==> src/rtl/ecc_scan_pkg.sv <==
package ecc_scan_pkg;
   localparam int LANES    = 4;
   localparam int LANE_W   = 8;
   localparam int CNT_W    = 5;
   localparam int ENT_BITS = 2 + CNT_W;
   localparam logic [1:0] ST_CORRECTABLE = 2'b01;

   typedef enum logic [1:0] {
      SC_IDLE,
      SC_READ,
      SC_EXAM,
      SC_FIX
   } scan_state_e;

   typedef struct packed {
      logic             ok;
      logic [CNT_W-1:0] cnt;
   } entry_info_t;
endpackage

==> src/rtl/ecc_word_seq.sv <==
module ecc_word_seq #(
   parameter int STEP_W = 8,
   localparam int WORD_W = STEP_W - 2
) (
   input  logic              clk,
   input  logic              rst_n,
   input  logic              load,
   input  logic [STEP_W-1:0] steps,
   input  logic              advance,
   output logic [WORD_W-1:0] word_idx,
   output logic              last_word
);
   logic [WORD_W-1:0] limit_q;
   logic [WORD_W-1:0] idx_q;
   logic [WORD_W-1:0] limit_d;

   // fewer than one full status word still needs one read
   always_comb begin
      if (steps < STEP_W'(4)) limit_d = WORD_W'(1);
      else                    limit_d = steps[STEP_W-1:2];
   end

   always_ff @(posedge clk or negedge rst_n) begin
      if (!rst_n) begin
         limit_q <= WORD_W'(1);
         idx_q   <= '0;
      end else if (load) begin
         limit_q <= limit_d;
         idx_q   <= '0;
      end else if (advance) begin
         idx_q   <= idx_q + WORD_W'(1);
      end
   end

   assign word_idx  = idx_q;
   assign last_word = (idx_q == limit_q - WORD_W'(1));
endmodule

==> src/rtl/ecc_entry_decode.sv <==
module ecc_entry_decode
   import ecc_scan_pkg::*;
#(
   parameter int N_LANES = LANES,
   localparam int SEL_W = $clog2(N_LANES)
) (
   input  logic [N_LANES*ENT_BITS-1:0] entries,
   input  logic [SEL_W-1:0]            sel,
   output entry_info_t                 info
);
   logic             lane_ok  [N_LANES];
   logic [CNT_W-1:0] lane_cnt [N_LANES];

   for (genvar g = 0; g < N_LANES; g++) begin : g_lane
      assign lane_ok[g]  = (entries[g*ENT_BITS +: 2] == ST_CORRECTABLE);
      assign lane_cnt[g] = entries[g*ENT_BITS + 2 +: CNT_W];
   end

   always_comb begin
      info.ok  = lane_ok[sel];
      info.cnt = lane_cnt[sel];
   end
endmodule

==> src/rtl/ecc_flip_stats.sv <==
module ecc_flip_stats
   import ecc_scan_pkg::*;
#(
   parameter int TOTAL_W = 16
) (
   input  logic               clk,
   input  logic               rst_n,
   input  logic               clr,
   input  logic               upd,
   input  logic [CNT_W-1:0]   cnt,
   output logic [CNT_W-1:0]   max_flips,
   output logic [TOTAL_W-1:0] total_flips
);
   always_ff @(posedge clk or negedge rst_n) begin
      if (!rst_n) begin
         max_flips   <= '0;
         total_flips <= '0;
      end else if (clr) begin
         max_flips   <= '0;
         total_flips <= '0;
      end else if (upd) begin
         if (cnt > max_flips) max_flips <= cnt;
         total_flips <= total_flips + TOTAL_W'(cnt);
      end
   end
endmodule

==> src/rtl/ecc_status_scanner.sv <==
module ecc_status_scanner
   import ecc_scan_pkg::*;
#(
   parameter int STEP_W  = 8,
   parameter int TOTAL_W = 16,
   localparam int WORD_W = STEP_W - 2,
   localparam int SEL_W  = $clog2(LANES)
) (
   input  logic               clk,
   input  logic               rst_n,
   input  logic               start,
   input  logic [STEP_W-1:0]  steps,
   output logic               busy,
   output logic               rd_req,
   output logic [WORD_W-1:0]  rd_idx,
   input  logic               rd_valid,
   input  logic [31:0]        rd_data,
   output logic               fix_req,
   output logic [STEP_W-1:0]  fix_field,
   output logic [CNT_W-1:0]   fix_count,
   input  logic               fix_done,
   output logic               done,
   output logic               fail,
   output logic               abort_rst,
   output logic [CNT_W-1:0]   max_flips,
   output logic [TOTAL_W-1:0] total_flips
);
   if (STEP_W < 3) begin : g_bad_step
      $error("STEP_W must be at least 3");
   end
   if (TOTAL_W < CNT_W + STEP_W) begin : g_bad_total
      $error("TOTAL_W too narrow for the worst-case sum");
   end
   if (LANES * LANE_W != 32) begin : g_bad_lanes
      $error("status word must hold exactly LANES entries");
   end

   scan_state_e               state_q;
   logic [LANES*ENT_BITS-1:0] ent_q;
   logic [SEL_W-1:0]          lane_q;
   logic [CNT_W-1:0]          cnt_q;
   logic                      done_q, fail_q, abort_q;
   logic                      seq_load, seq_adv, last_word;
   logic [WORD_W-1:0]         word_idx;
   logic                      rd_zero, lane_last;
   entry_info_t               info;
   logic [LANES*ENT_BITS-1:0] ent_d;

   // keep only the status and count bits of every lane
   for (genvar g = 0; g < LANES; g++) begin : g_pack
      assign ent_d[g*ENT_BITS +: ENT_BITS] = rd_data[g*LANE_W +: ENT_BITS];
   end

   assign rd_zero   = (rd_data == '0);
   assign lane_last = (lane_q == SEL_W'(LANES - 1));
   assign seq_load  = (state_q == SC_IDLE) && start;
   assign seq_adv   = ((state_q == SC_READ) && rd_valid && rd_zero && !last_word) ||
                      ((state_q == SC_FIX) && fix_done && lane_last && !last_word);

   ecc_word_seq #(.STEP_W(STEP_W)) u_seq (
      .clk       (clk),
      .rst_n     (rst_n),
      .load      (seq_load),
      .steps     (steps),
      .advance   (seq_adv),
      .word_idx  (word_idx),
      .last_word (last_word)
   );

   ecc_entry_decode #(.N_LANES(LANES)) u_dec (
      .entries (ent_q),
      .sel     (lane_q),
      .info    (info)
   );

   ecc_flip_stats #(.TOTAL_W(TOTAL_W)) u_stats (
      .clk         (clk),
      .rst_n       (rst_n),
      .clr         (seq_load),
      .upd         ((state_q == SC_EXAM) && info.ok),
      .cnt         (info.cnt),
      .max_flips   (max_flips),
      .total_flips (total_flips)
   );

   always_ff @(posedge clk or negedge rst_n) begin
      if (!rst_n) begin
         state_q <= SC_IDLE;
         ent_q   <= '0;
         lane_q  <= '0;
         cnt_q   <= '0;
         done_q  <= 1'b0;
         fail_q  <= 1'b0;
         abort_q <= 1'b0;
      end else begin
         done_q  <= 1'b0;
         abort_q <= 1'b0;
         unique case (state_q)
            SC_IDLE: begin
               if (start) begin
                  fail_q  <= 1'b0;
                  state_q <= SC_READ;
               end
            end
            SC_READ: begin
               if (rd_valid) begin
                  if (rd_zero) begin
                     if (last_word) begin
                        done_q  <= 1'b1;
                        state_q <= SC_IDLE;
                     end
                  end else begin
                     ent_q   <= ent_d;
                     lane_q  <= '0;
                     state_q <= SC_EXAM;
                  end
               end
            end
            SC_EXAM: begin
               if (info.ok) begin
                  cnt_q   <= info.cnt;
                  state_q <= SC_FIX;
               end else begin
                  done_q  <= 1'b1;
                  fail_q  <= 1'b1;
                  abort_q <= 1'b1;
                  state_q <= SC_IDLE;
               end
            end
            SC_FIX: begin
               if (fix_done) begin
                  if (!lane_last) begin
                     lane_q  <= lane_q + SEL_W'(1);
                     state_q <= SC_EXAM;
                  end else if (last_word) begin
                     done_q  <= 1'b1;
                     state_q <= SC_IDLE;
                  end else begin
                     state_q <= SC_READ;
                  end
               end
            end
            default: state_q <= SC_IDLE;
         endcase
      end
   end

   assign busy      = (state_q != SC_IDLE);
   assign rd_req    = (state_q == SC_READ);
   assign rd_idx    = word_idx;
   assign fix_req   = (state_q == SC_FIX);
   assign fix_field = {word_idx, lane_q};
   assign fix_count = cnt_q;
   assign done      = done_q;
   assign fail      = fail_q;
   assign abort_rst = abort_q;
endmodule

==> config.mk <==
export PLATFORM = sky130hd
export DESIGN_NAME = ecc_status_scanner
export DESIGN_NICKNAME = d
export VERILOG_FILES = /design/src/rtl/ecc_scan_pkg.sv /design/src/rtl/ecc_word_seq.sv /design/src/rtl/ecc_entry_decode.sv /design/src/rtl/ecc_flip_stats.sv /design/src/rtl/ecc_status_scanner.sv
export SDC_FILE = /design/constraint.sdc
export NUM_CORES = 1
export LEC_CHECK = 0
export ABC_AREA = 1
export BUFFER_PORTS_ARGS = -buffer_cell sky130_fd_sc_hd__buf_4
export CAP_MARGIN = 15
export CORE_UTILIZATION = 25
export CTS_CLUSTER_DIAMETER = 60
export CTS_CLUSTER_SIZE = 8
export DETAILED_ROUTE_END_ITERATION = 10
export PLACE_DENSITY = 0.52
export SETUP_SLACK_MARGIN = 0.02
export SYNTH_ARGS = -nofsm -noshare
export SYNTH_HDL_FRONTEND = slang
export SYNTH_HIERARCHICAL = 1
export SYNTH_SLANG_ARGS = --single-unit
==> constraint.sdc <==
create_clock -name clk -period 3.41 [get_ports clk]
set_input_delay 0.1705 -clock clk [delete_from_list [all_inputs] [get_ports clk]]
set_output_delay 0.1705 -clock clk [all_outputs]
set_load 0.05 [all_outputs]
==> out/qor.txt, run 1 <==
outcome -> complete, but fails checks
failing checks -> negative hold slack
Core Util, Final -> 31.9%
CTS clk-pin slew, worst paths -> 0.06 ns
Root Buffer -> clkbuf_16
register area share after synthesis -> 40.9%
CP Data Arrival Time -> 2.72 ns
hold_ws -> -0.0262 ns
Routed Wire Length -> 11200 um
Post-synth ARST share -> 100%
commonest cells after routing, fill and taps aside -> 177 x nand2_1, 94 x inv_1, 91 x buf_4
PwrDens -> 825 nW/um^2
startpoint types -> flip-flop
fmax -> 397 MHz
share of layout cells above drive strength 1 -> 22.6%
commonest non-fill, non-tap cell in the layout -> nand2_1
Most used DFF post-synth -> dfrtp_1
Routability Congestion -> 0.800
GR Overflow Total -> 0
wire per inst -> 12.2 um
Cell Area, Synth -> 4470 sq um
die area -> 18400 sq um
antenna violations before repair -> 0
R2R depth -> 11
TritonCTS Buffers -> 9
number of global-route vias before repair -> 3759
pin count of the biggest net entering global routing -> 74
Inserted Diodes -> 0
peak supply drop -> 294 uV
# DRC -> 0
synth warn -> 6
worst path required time -> 3.61 ns
Clock Sinks -> 73
fraction of the cycle the final worst path needs -> 73.8%
worst-path fanout max -> 22
Critical R2R Launch -> lane_q[0]$_DFFE_PN0P_
Synthesized Nets -> 659
Max Root-Sink Buffers -> 2
fillers -> 1914
main area contributors after synthesis -> dfrtp_1 40%, nand2_1 15%, inv_1 7.9%
die height -> 136 um
Yosys cell types -> 38
Worst Tran Pin Value -> 0.978 ns
synth-to-layout area growth -> 24.0%
Vias -> 3876
Post-synth EDFFs -> 0
Total GRT Usage -> 13.2%
io pins -> 91
Setup Crit Path Kind -> flip-flop to flip-flop
first-pass GRT wire length -> 18700 um
Worst Skew -> 0.00750 ns
Avg Synthesized Cell Area -> 7.45 sq um
CTS H-tree lvls -> 3
largest area contributor in the netlist -> dfrtp_1
Max-Cap Viols -> 0
leak pwr -> 2.93 nW
row count -> 48
router iterations before antenna repair -> 4
DRT antenna net count -> 0
Initial Util -> 25.7%
setup_tns -> 0 ns
DIE WIDTH -> 136 um
Slew headroom -> 34.8%
Final Hold Viols -> 19
setup violators final -> 0
Post-CTS Resized -> 0
Final min period -> 2.52 ns
TritonCTS clock tree -> done
Post-CTS Hold Fix Bufs -> 0
postcts setup bufs -> 0
R2R setup slack -> 0.89 ns
worst reg2reg path endpoint -> u_stats/max_flips[1]$_DFFE_PN0P_
FF+latch count, synth -> 73
RSZ-0062 raised after global routing -> no
clk_lat worst skew -> 0.34 ns
NumNets Final -> 743
core area -> 17400 sq um
HP Class -> input port to async pin
final slew viol count -> 0
post-synth top area share -> 40.3%
count of input and output buffers -> 88
Cells after Synth -> 600
Initial DRC Count -> 214
Crit. End Element -> flip-flop
via/cell ratio -> 4.24
DP HPWL -> 8420 um
-- through the flow --
step	worst slack, ns	instance area (sq um)	total power [W]	cells	hold slack (ns)
finish	0.894	5540	0.00457	914	-0.0262
detailed placement	0.874	5250	0.00368	898	0.396
CTS	0.862	5540	0.00465	914	0.0293
global placement	0.884	5250	0.00366	898	0.395
floorplan	0.991	4470	0.00311	600	-0.125
global route	0.567	5540	0.00497	914	0.0498
-- registers in the layout, summed over array words and instances, names as in the netlist --
| name | count |
|---|---|
| state_q | 2 |
| abort_rst | 1 |
| u_seq/limit_q | 6 |
| fix_count | 5 |
| u_seq/word_idx | 6 |
| u_stats/max_flips | 5 |
| ent_q | 28 |
| lane_q | 2 |
| u_stats/total_flips | 16 |
| done | 1 |
| fail | 1 |
-- critical path: stages, from the launching register on --
cell and delay, ns:
dfrtp_1 0.46, inv_2 0.31, nand3_1 0.11, nand2_1 0.08, nand2_1 0.04, nand2_1 0.13
inv_1 0.06, nor2_2 0.42, a21boi_2 0.37, nand2_1 0.19, nand3_1 0.10, o21ai_0 0.10
-- cell type report --
type	instances	area, sq um	share of cell area (%)
timing repair buffer	91	683	12.3
inverter	104	390	7.04
sequential	73	1830	33.0
multi-input combinational	405	2060	37.3
clock inverter	2	10.0	0.181
tap	225	282	5.08
clock buffer	14	284	5.13
-- metal layers --
metal,wire length (um),vias up,global-route usage (%),part of all wire [%]
met5,0,-,0,0
met4,148,0,4.49,1.3
met3,556,13,3.40,5.0
met2,5080,88,21.1,45
met1,5380,1734,17.3,48
li1,-,2041,-,-
-- worst max-delay path by stage --
stage | from | end | slack (ns)
after floorplan | lane_q[0]$_DFFE_PN0P_ | u_stats/total_flips[8]$_DFFE_PN0P_ | 0.99
after global placement | lane_q[0]$_DFFE_PN0P_ | u_stats/max_flips[1]$_DFFE_PN0P_ | 0.88
after detailed placement | lane_q[0]$_DFFE_PN0P_ | u_stats/max_flips[1]$_DFFE_PN0P_ | 0.87
after CTS | lane_q[0]$_DFFE_PN0P_ | u_stats/max_flips[1]$_DFFE_PN0P_ | 0.86
after global routing | lane_q[0]$_DFFE_PN0P_ | u_stats/total_flips[11]$_DFFE_PN0P_ | 0.57
final | lane_q[0]$_DFFE_PN0P_ | u_stats/max_flips[1]$_DFFE_PN0P_ | 0.89
-- cells by family (layout without fill, tap and decap cells) --
family / after synthesis / count (layout) / share of synthesized area [%]
xor+xnor: 5 / 5 / 0.980
compound gates: 74 / 74 / 11.0
fa+ha+maj: 14 / 14 / 4.09
simple gates: 312 / 312 / 30.1
buf+inv: 122 / 211 / 12.9
flops: 73 / 73 / 40.9
-- power breakdown --
part / switching, W / internal [W] / leakage [nW] / total (W)
clock: 0.000361 / 0.000570 / 0.149 / 0.000931
combinational: 0.00150 / 0.000726 / 1.83 / 0.00223
sequential: 0.000238 / 0.00118 / 0.952 / 0.00142
total: 0.00210 / 0.00248 / 2.93 / 0.00457
-- cell usage after synthesis (7+ instances only) --
library cell and instances:
a21oi_1 14, buf_4 8, dfrtp_1 72, ha_1 13
inv_1 94, inv_2 9, nand2_1 177, nand3_1 40
nand4_1 8, nor2_1 59, nor3_1 7, o211ai_1 11
o21ai_0 24, o21ai_2 23
Power figures use the tool's default switching activity.
==> run 2, diff against run 1 <==
--- a/config.mk
+++ b/config.mk
@@ -5,14 +5,14 @@
 export SDC_FILE = /design/constraint.sdc
 export NUM_CORES = 1
 export LEC_CHECK = 0
-export ABC_AREA = 1
+export ABC_AREA = 0
 export BUFFER_PORTS_ARGS = -buffer_cell sky130_fd_sc_hd__buf_4
 export CAP_MARGIN = 15
 export CORE_UTILIZATION = 25
 export CTS_CLUSTER_DIAMETER = 60
 export CTS_CLUSTER_SIZE = 8
 export DETAILED_ROUTE_END_ITERATION = 10
-export PLACE_DENSITY = 0.52
+export PLACE_DENSITY = 0.54
 export SETUP_SLACK_MARGIN = 0.02
 export SYNTH_ARGS = -nofsm -noshare
 export SYNTH_HDL_FRONTEND = slang
==> constraint.sdc (replaced) <==
create_clock -name clk -period 2.1 [get_ports clk]
set_input_delay 0.105 -clock clk [delete_from_list [all_inputs] [get_ports clk]]
set_output_delay 0.105 -clock clk [all_outputs]
set_load 0.05 [all_outputs]
==> run 2 against run 1 <==
Compared with the run above: the run ends with negative setup slack left; maximum frequency is 3.9% higher; register-to-register slack got worse by 1.2 ns; die area fell by 13%; clock-buffer cell count decreased by 4; wire length is 9.2% lower; non-clock buffer count rose by 81; cell count fell by 24%; combinational power increased by 100%; via count decreased by 18%; critical path type unchanged; highest routed layer unchanged.
==> out/qor.txt, run 2 <==
outcome -> complete, but fails checks
failing checks -> negative setup slack
GR Overflow Total -> 0 (unchanged)
Setup WS post-layout -> -0.322 ns (-1.22 ns)
startpoint types -> flip-flop
fmax -> 413 MHz (+3.9%)
row count -> 45 (-6.3%)
Synth top cells by count -> 72 x dfrtp_1, 34 x nor2_1, 28 x mux2_2
HP Class -> input port to flip-flop
largest area contributor in the netlist -> dfrtp_1
synth-to-layout area growth -> 54.4%
io pins -> 91 (unchanged)
Largest Register -> ent_q
Post-synth ARST share -> 100% (unchanged)
placed insts -> 639 (-29%)
Final min period -> 2.42 ns (-0.0946 ns)
Vias -> 3180 (-18%)
FF+latch count, synth -> 73 (unchanged)
core area -> 15200 sq um (-12%)
worst path required time -> 2.31 ns (-1.30 ns)
wire per inst -> 14.7 um (+20%)
Initial Util -> 25.6% (-0.18 points)
Routability Congestion -> 0.773 (-3.4%)
PwrDens -> 1440 nW/um^2 (+74%)
Setup Crit Path Kind -> flip-flop to flip-flop
final slew viol count -> 0 (unchanged)
Initial DRC Count -> 135 (-37%)
Max Root-Sink Buffers -> 2 (unchanged)
commonest cells after routing, fill and taps aside -> 137 x buf_4, 70 x dfrtp_1, 31 x nor2_1
RSZ-0062 raised after global routing -> yes
Cell Area, Synth -> 3890 sq um (-13%)
Max-Cap Viols -> 0 (unchanged)
Avg Synthesized Cell Area -> 11.7 sq um (+57%)
die area -> 16000 sq um (-13%)
Worst Tran Pin Value -> 0.613 ns (-0.365 ns)
TritonCTS Buffers -> 9 (unchanged)
synth warn -> 6 (unchanged)
via/cell ratio -> 4.60 (+8.5%)
register area share after synthesis -> 47.0% (+6.1 points)
CTS clk-pin slew, worst paths -> 0.06 ns (about the same)
first-pass GRT wire length -> 16800 um (-9.8%)
Synthesized Nets -> 391 (-41%)
max reg flops -> 28 (unchanged)
count of input and output buffers -> 88 (unchanged)
Clock Sinks -> 73 (unchanged)
Post-synth EDFFs -> 0 (unchanged)
antenna violations before repair -> 0 (unchanged)
leak pwr -> 2.77 nW (-5.6%)
Layout Cells excl Fill -> 691 (-24%)
DIE WIDTH -> 127 um (-6.6%)
pin count of the biggest net entering global routing -> 46 (-38%)
Worst Skew -> 0.00762 ns (+0.000119 ns)
Root Buffer -> clkbuf_16
DP HPWL -> 7370 um (-12%)
worst-path fanout max -> 6 (-73%)
TritonCTS clock tree -> done
Inserted Diodes -> 0 (unchanged)
post-synth top area share -> 46.4% (+6.0 points)
largest registers -> ent_q (28), u_stats/total_flips (16)
router iterations before antenna repair -> 4 (unchanged)
Cells after Synth -> 332 (-45%)
commonest non-fill, non-tap cell in the layout -> buf_4
Most used DFF post-synth -> dfrtp_1
Final Hold Viols -> 0 (-19)
die height -> 127 um (-6.6%)
Slew headroom -> 59.1% (+24 points)
Crit. End Element -> flip-flop
clk_lat worst skew -> 0.34 ns (about the same)
share of layout cells above drive strength 1 -> 50.1% (+27 points)
Total GRT Usage -> 13.6% (+0.34 points)
most frequent cell after synthesis -> dfrtp_1
NumNets Final -> 557 (-25%)
fraction of the cycle the final worst path needs -> 115% (+42 points)
CP Data Arrival Time -> 2.63 ns (-0.09 ns)
DRT antenna net count -> 0 (unchanged)
Yosys cell types -> 59 (+55%)
Routed Wire Length -> 10100 um (-9.2%)
setup violators final -> 23 (+23)
CTS H-tree lvls -> 3 (unchanged)
main area contributors after synthesis -> dfrtp_1 46%, mux2_2 8.1%, ha_1 4.2%
# DRC -> 0 (unchanged)
number of global-route vias before repair -> 3234 (-14%)
peak supply drop -> 499 uV (+70%)
pre-CTS worst setup slack -> -0.328 ns (-1.20 ns)
==> run 2: cell types whose count changed in the layout (fill, tap and decap cells not counted), moves of 28 or more <==
cell / delta
mux2_2: +28
nor2_1: -28
nand2_1: -170
buf_4: +46
inv_1: -81
nand3_1: -35
==> run 2: kinds of logic (layout without fill, tap and decap cells) <==
logic type,Yosys count,count (layout),share of synthesized area [%]
buffers and inverters,34,205,5.09
AO/OA/AOI/OAI,41,41,7.53
AND/OR/NAND/NOR,92,92,12.4
flip-flops,73,73,47.0
XOR/XNOR,24,24,5.41
multiplexers,54,54,17.8
adder cells (fa/ha/maj),14,14,4.70
==> run 2: final cells by class <==
cell class                      instances  area (sq um)
Fill cell                            1480          9200
Multi-Input combinational cell        225          2120
Sequential cell                        73          1830
Timing Repair Buffer                  172          1410
Tap cell                              188           235
Clock buffer                           10           229
Clock inverter                          6           115
Inverter                               17          63.8
==> run 2: routing by layer <==
| metal | vias to the layer above | GRT usage [%] | wire, um |
|---|---|---|---|
| met3 | 12 | 4.43 | 492 |
| met5 | - | 0 | 0 |
| li1 | 1515 | - | - |
| met1 | 1579 | 17.3 | 4570 |
| met4 | 0 | 4.13 | 153 |
| met2 | 74 | 21.9 | 4930 |
==> run 2: path summary, 6_finish.rpt <==
path	to	cells after the start	slack [ns]	start
worst max register to register	u_stats/max_flips[4]$_DFFE_PN0P_	7	-0.32	lane_q[0]$_DFFE_PN0P_
worst min-delay path	ent_q[0]$_DFFE_PN0P_	2	0.01	rd_data[0]
max in group asynchronous	u_seq/limit_q[0]$_DFFE_PN1P_	3	1.14	rst_n
worst min register to register	ent_q[7]$_DFFE_PN0P_	1	0.50	ent_q[7]$_DFFE_PN0P_
worst max-delay path	u_stats/max_flips[4]$_DFFE_PN0P_	7	-0.32	lane_q[0]$_DFFE_PN0P_
min in group asynchronous	u_stats/max_flips[0]$_DFFE_PN0P_	2	0.32	rst_n
==> run 2: timing repair <==
action,4_1_cts,5_1_grt
pin swaps,21,23
setup endpoints to repair,22,26
setup buffers,8,4
hold buffers,27,0
resized for setup,18,15
hold endpoints to repair,70,0
gates cloned,0,0
==> run 2: through the flow <==
step	TNS, ns	util, %	cell area [sq um]	total power (W)	hold slack (ns)
3_5_place_dp	-5.01	34.0	5160	0.00640	0.161
4_1_cts	-5.27	39.1	5940	0.00862	0.000447
3_3_place_gp	-4.55	34.0	5160	0.00628	0.155
2_1_floorplan	-6.29	-	4020	0.00506	-0.191
5_1_grt	-7.41	39.5	6000	0.00916	0.00148
6_report	-4.49	39.5	6000	0.00862	0.0143
==> run 2: power breakdown <==
group	switching, W	internal [W]
combinational	0.00224	0.00225
sequential	0.000400	0.00193
clock	0.000632	0.00117
total	0.00327	0.00535
==> run 2: worst max-delay path, cell delays in order, from the launching register on <==
cell,delay (ns)
dfrtp_2,0.46
mux4_2,0.64
ha_4,0.33
nand4_1,0.10
buf_4,0.16
o221ai_4,0.28
mux2i_1,0.25
nor2_1,0.06
==> run 3, diff against run 2 <==
--- a/config.mk
+++ b/config.mk
@@ -12,7 +12,7 @@
 export CTS_CLUSTER_DIAMETER = 60
 export CTS_CLUSTER_SIZE = 8
 export DETAILED_ROUTE_END_ITERATION = 10
-export PLACE_DENSITY = 0.54
+export PLACE_DENSITY = 0.52
 export SETUP_SLACK_MARGIN = 0.02
 export SYNTH_ARGS = -nofsm -noshare
 export SYNTH_HDL_FRONTEND = slang
==> constraint.sdc (replaced) <==
create_clock -name clk -period 3 [get_ports clk]
set_input_delay 0.15 -clock clk [delete_from_list [all_inputs] [get_ports clk]]
set_output_delay 0.15 -clock clk [all_outputs]
set_load 0.05 [all_outputs]
==> run 3 against run 2 <==
Compared with the run above: the run ends with negative hold slack left; utilization shrank 6.5 points; clock-buffer cell count grew 2; maximum frequency shrank 9.8%; sequential share of layout area grew 6.0 points; global-route usage shrank 1.0 points; hold slack lost 0.058 ns; final area shrank 16%; critical path type unchanged.
==> out/qor.txt, run 3 (synthesized netlist as in run 2, its figures left out) <==
Worst Skew -> 0.00610 ns (-0.00153 ns)
TritonCTS Buffers -> 9 (unchanged)
share of layout cells above drive strength 1 -> 38.4% (-12 points)
Setup Crit Path Kind -> flip-flop to flip-flop
NumNets Final -> 479 (-14%)
Final Hold Viols -> 67 (+67)
peak supply drop -> 298 uV (-40%)
via/cell ratio -> 4.68 (+1.7%)
fmax -> 373 MHz (-9.8%)
die height -> 127 um (unchanged)
Post-CTS Hold Fix Bufs -> 0 (-100%)
area of the multi-input gates -> 1860 sq um (-12%)
Initial DRC Count -> 128 (-5.2%)
Clock Sinks -> 73 (unchanged)
total power -> 0.00508 W (-41%)
TritonCTS clock tree -> done
pin count of the biggest net entering global routing -> 74 (+61%)
io pins -> 91 (unchanged)
Slew headroom -> 36.5% (-23 points)
core area -> 15200 sq um (unchanged)
Max Root-Sink Buffers -> 2 (unchanged)
wire per inst -> 15.4 um (+4.8%)
count of input and output buffers -> 88 (unchanged)
Final min period -> 2.68 ns (+0.262 ns)
Routability Congestion -> 0.783 (+1.3%)
fillers -> 1545 (+4.4%)
design area -> 5010 sq um (-16%)
hold_ws -> -0.0439 ns (-0.0582 ns)
row count -> 45 (unchanged)
PwrDens -> 1010 nW/um^2 (-29%)
Max-Cap Viols -> 0 (unchanged)
final slew viol count -> 0 (unchanged)
die area -> 16000 sq um (unchanged)
DIE WIDTH -> 127 um (unchanged)
slowest CP cell -> mux4_2
Crit. End Element -> flip-flop
Inserted Diodes -> 0 (unchanged)
CTS H-tree lvls -> 3 (unchanged)
first-pass GRT wire length -> 15500 um (-8.0%)
Post-CTS Resized -> 0 (-18)
Total GRT Usage -> 12.6% (-1.0 points)
antenna violations before repair -> 0 (unchanged)
register area -> 1830 sq um (-0.14%)
DP HPWL -> 7000 um (-5.0%)
commonest non-fill, non-tap cell in the layout -> buf_4
router iterations before antenna repair -> 4 (unchanged)
clk_lat worst skew -> 0.33 ns (about the same)
Routed Wire Length -> 9430 um (-7.0%)
# DRC -> 0 (unchanged)
postcts setup bufs -> 0 (-8)
failing checks -> negative hold slack
worst path cell trace -> mux4_2, ha_1, inv_1, fa_1, nor2b_1, o31a_2, o211ai_1, xor2_1, nor2_1
commonest cells after routing, fill and taps aside -> 94 x buf_4, 72 x dfrtp_1, 33 x nor2_1
Initial Util -> 25.6% (unchanged)
Post-DP Area -> 4700 sq um (-9.1%)
number of global-route vias before repair -> 2907 (-10%)
HP Class -> input port to async pin
CP Data Arrival Time -> 2.89 ns (+0.26 ns)
Largest stage delay, worst path -> 0.61 ns (-0.03 ns)
leak pwr -> 2.34 nW (-15%)
synth-to-layout area growth -> 29.0%
outcome -> complete, but fails checks
Root Buffer -> clkbuf_16
largest registers -> ent_q (28), u_stats/total_flips (16)
startpoint types -> flip-flop
DRT antenna net count -> 0 (unchanged)
CTS clk-pin slew, worst paths -> 0.06 ns (about the same)
Vias -> 2868 (-9.8%)
GR Overflow Total -> 0 (unchanged)
max reg flops -> 28 (unchanged)
fraction of the cycle the final worst path needs -> 89.5% (-26 points)
setup violators final -> 0 (-100%)
Worst Tran Pin Value -> 0.952 ns (+0.339 ns)
worst path required time -> 3.20 ns (+0.89 ns)
Largest Register -> ent_q
setup_tns -> 0 ns (+4.49 ns)
RSZ-0062 raised after global routing -> no
worst-path fanout max -> 6 (unchanged)
run 3: layout make-up:
type                    instances  share of cell area [%]
clock buffers                  12                    5.32
clock inverters                 4                   0.999
inverters                      17                    1.27
multi-input cells             225                    37.2
flip-flops and latches         73                    36.5
well taps                     188                    4.69
repair buffers                 94                    14.1
run 3: worst paths after layout:
kind	startpoint	endpoint	slack, ns	depth (start not counted)
setup / recovery	lane_q[0]$_DFFE_PN0P_	u_stats/total_flips[12]$_DFFE_PN0P_	0.32	9
hold / removal	rst_n	u_seq/word_idx[3]$_DFFE_PN0P_	-0.04	1
setup reg to reg	lane_q[0]$_DFFE_PN0P_	u_stats/total_flips[12]$_DFFE_PN0P_	0.32	9
hold reg to reg	ent_q[18]$_DFFE_PN0P_	ent_q[18]$_DFFE_PN0P_	0.50	1
max in group asynchronous	rst_n	u_stats/total_flips[13]$_DFFE_PN0P_	2.43	1
min in group clk	rd_data[29]	ent_q[26]$_DFFE_PN0P_	0.04	2
run 3: through the flow:
stage	util [%]	worst slack, ns	instances
floorplan	-	0.225	332
global route	33.0	0.0939	613
CTS	33.0	0.258	613
detailed placement	30.9	0.259	597
finish	33.0	0.316	613
global placement	30.9	0.324	597
run 3: metal layers:
metal	global-route usage, %	up-vias	wire length, um
li1	-	1359	-
met1	16.2	1417	4460
met2	20.4	83	4420
met3	3.46	9	435
met4	3.99	0	117
met5	0	-	0
run 3: critical path: cells and delay by family (launching register included):
kind,cells,cell delay (ns)
AO/OA/AOI/OAI,2,0.56
XOR/XNOR,1,0.17
adder cells (fa/ha/maj),2,0.46
buffers and inverters,1,0.08
flip-flops,1,0.55
multiplexers,1,0.61
AND/OR/NAND/NOR,2,0.13
run 3: power by group:
group          switching [W]  internal, W
combinational        0.00129      0.00102
clock               0.000413     0.000710
sequential          0.000290      0.00135
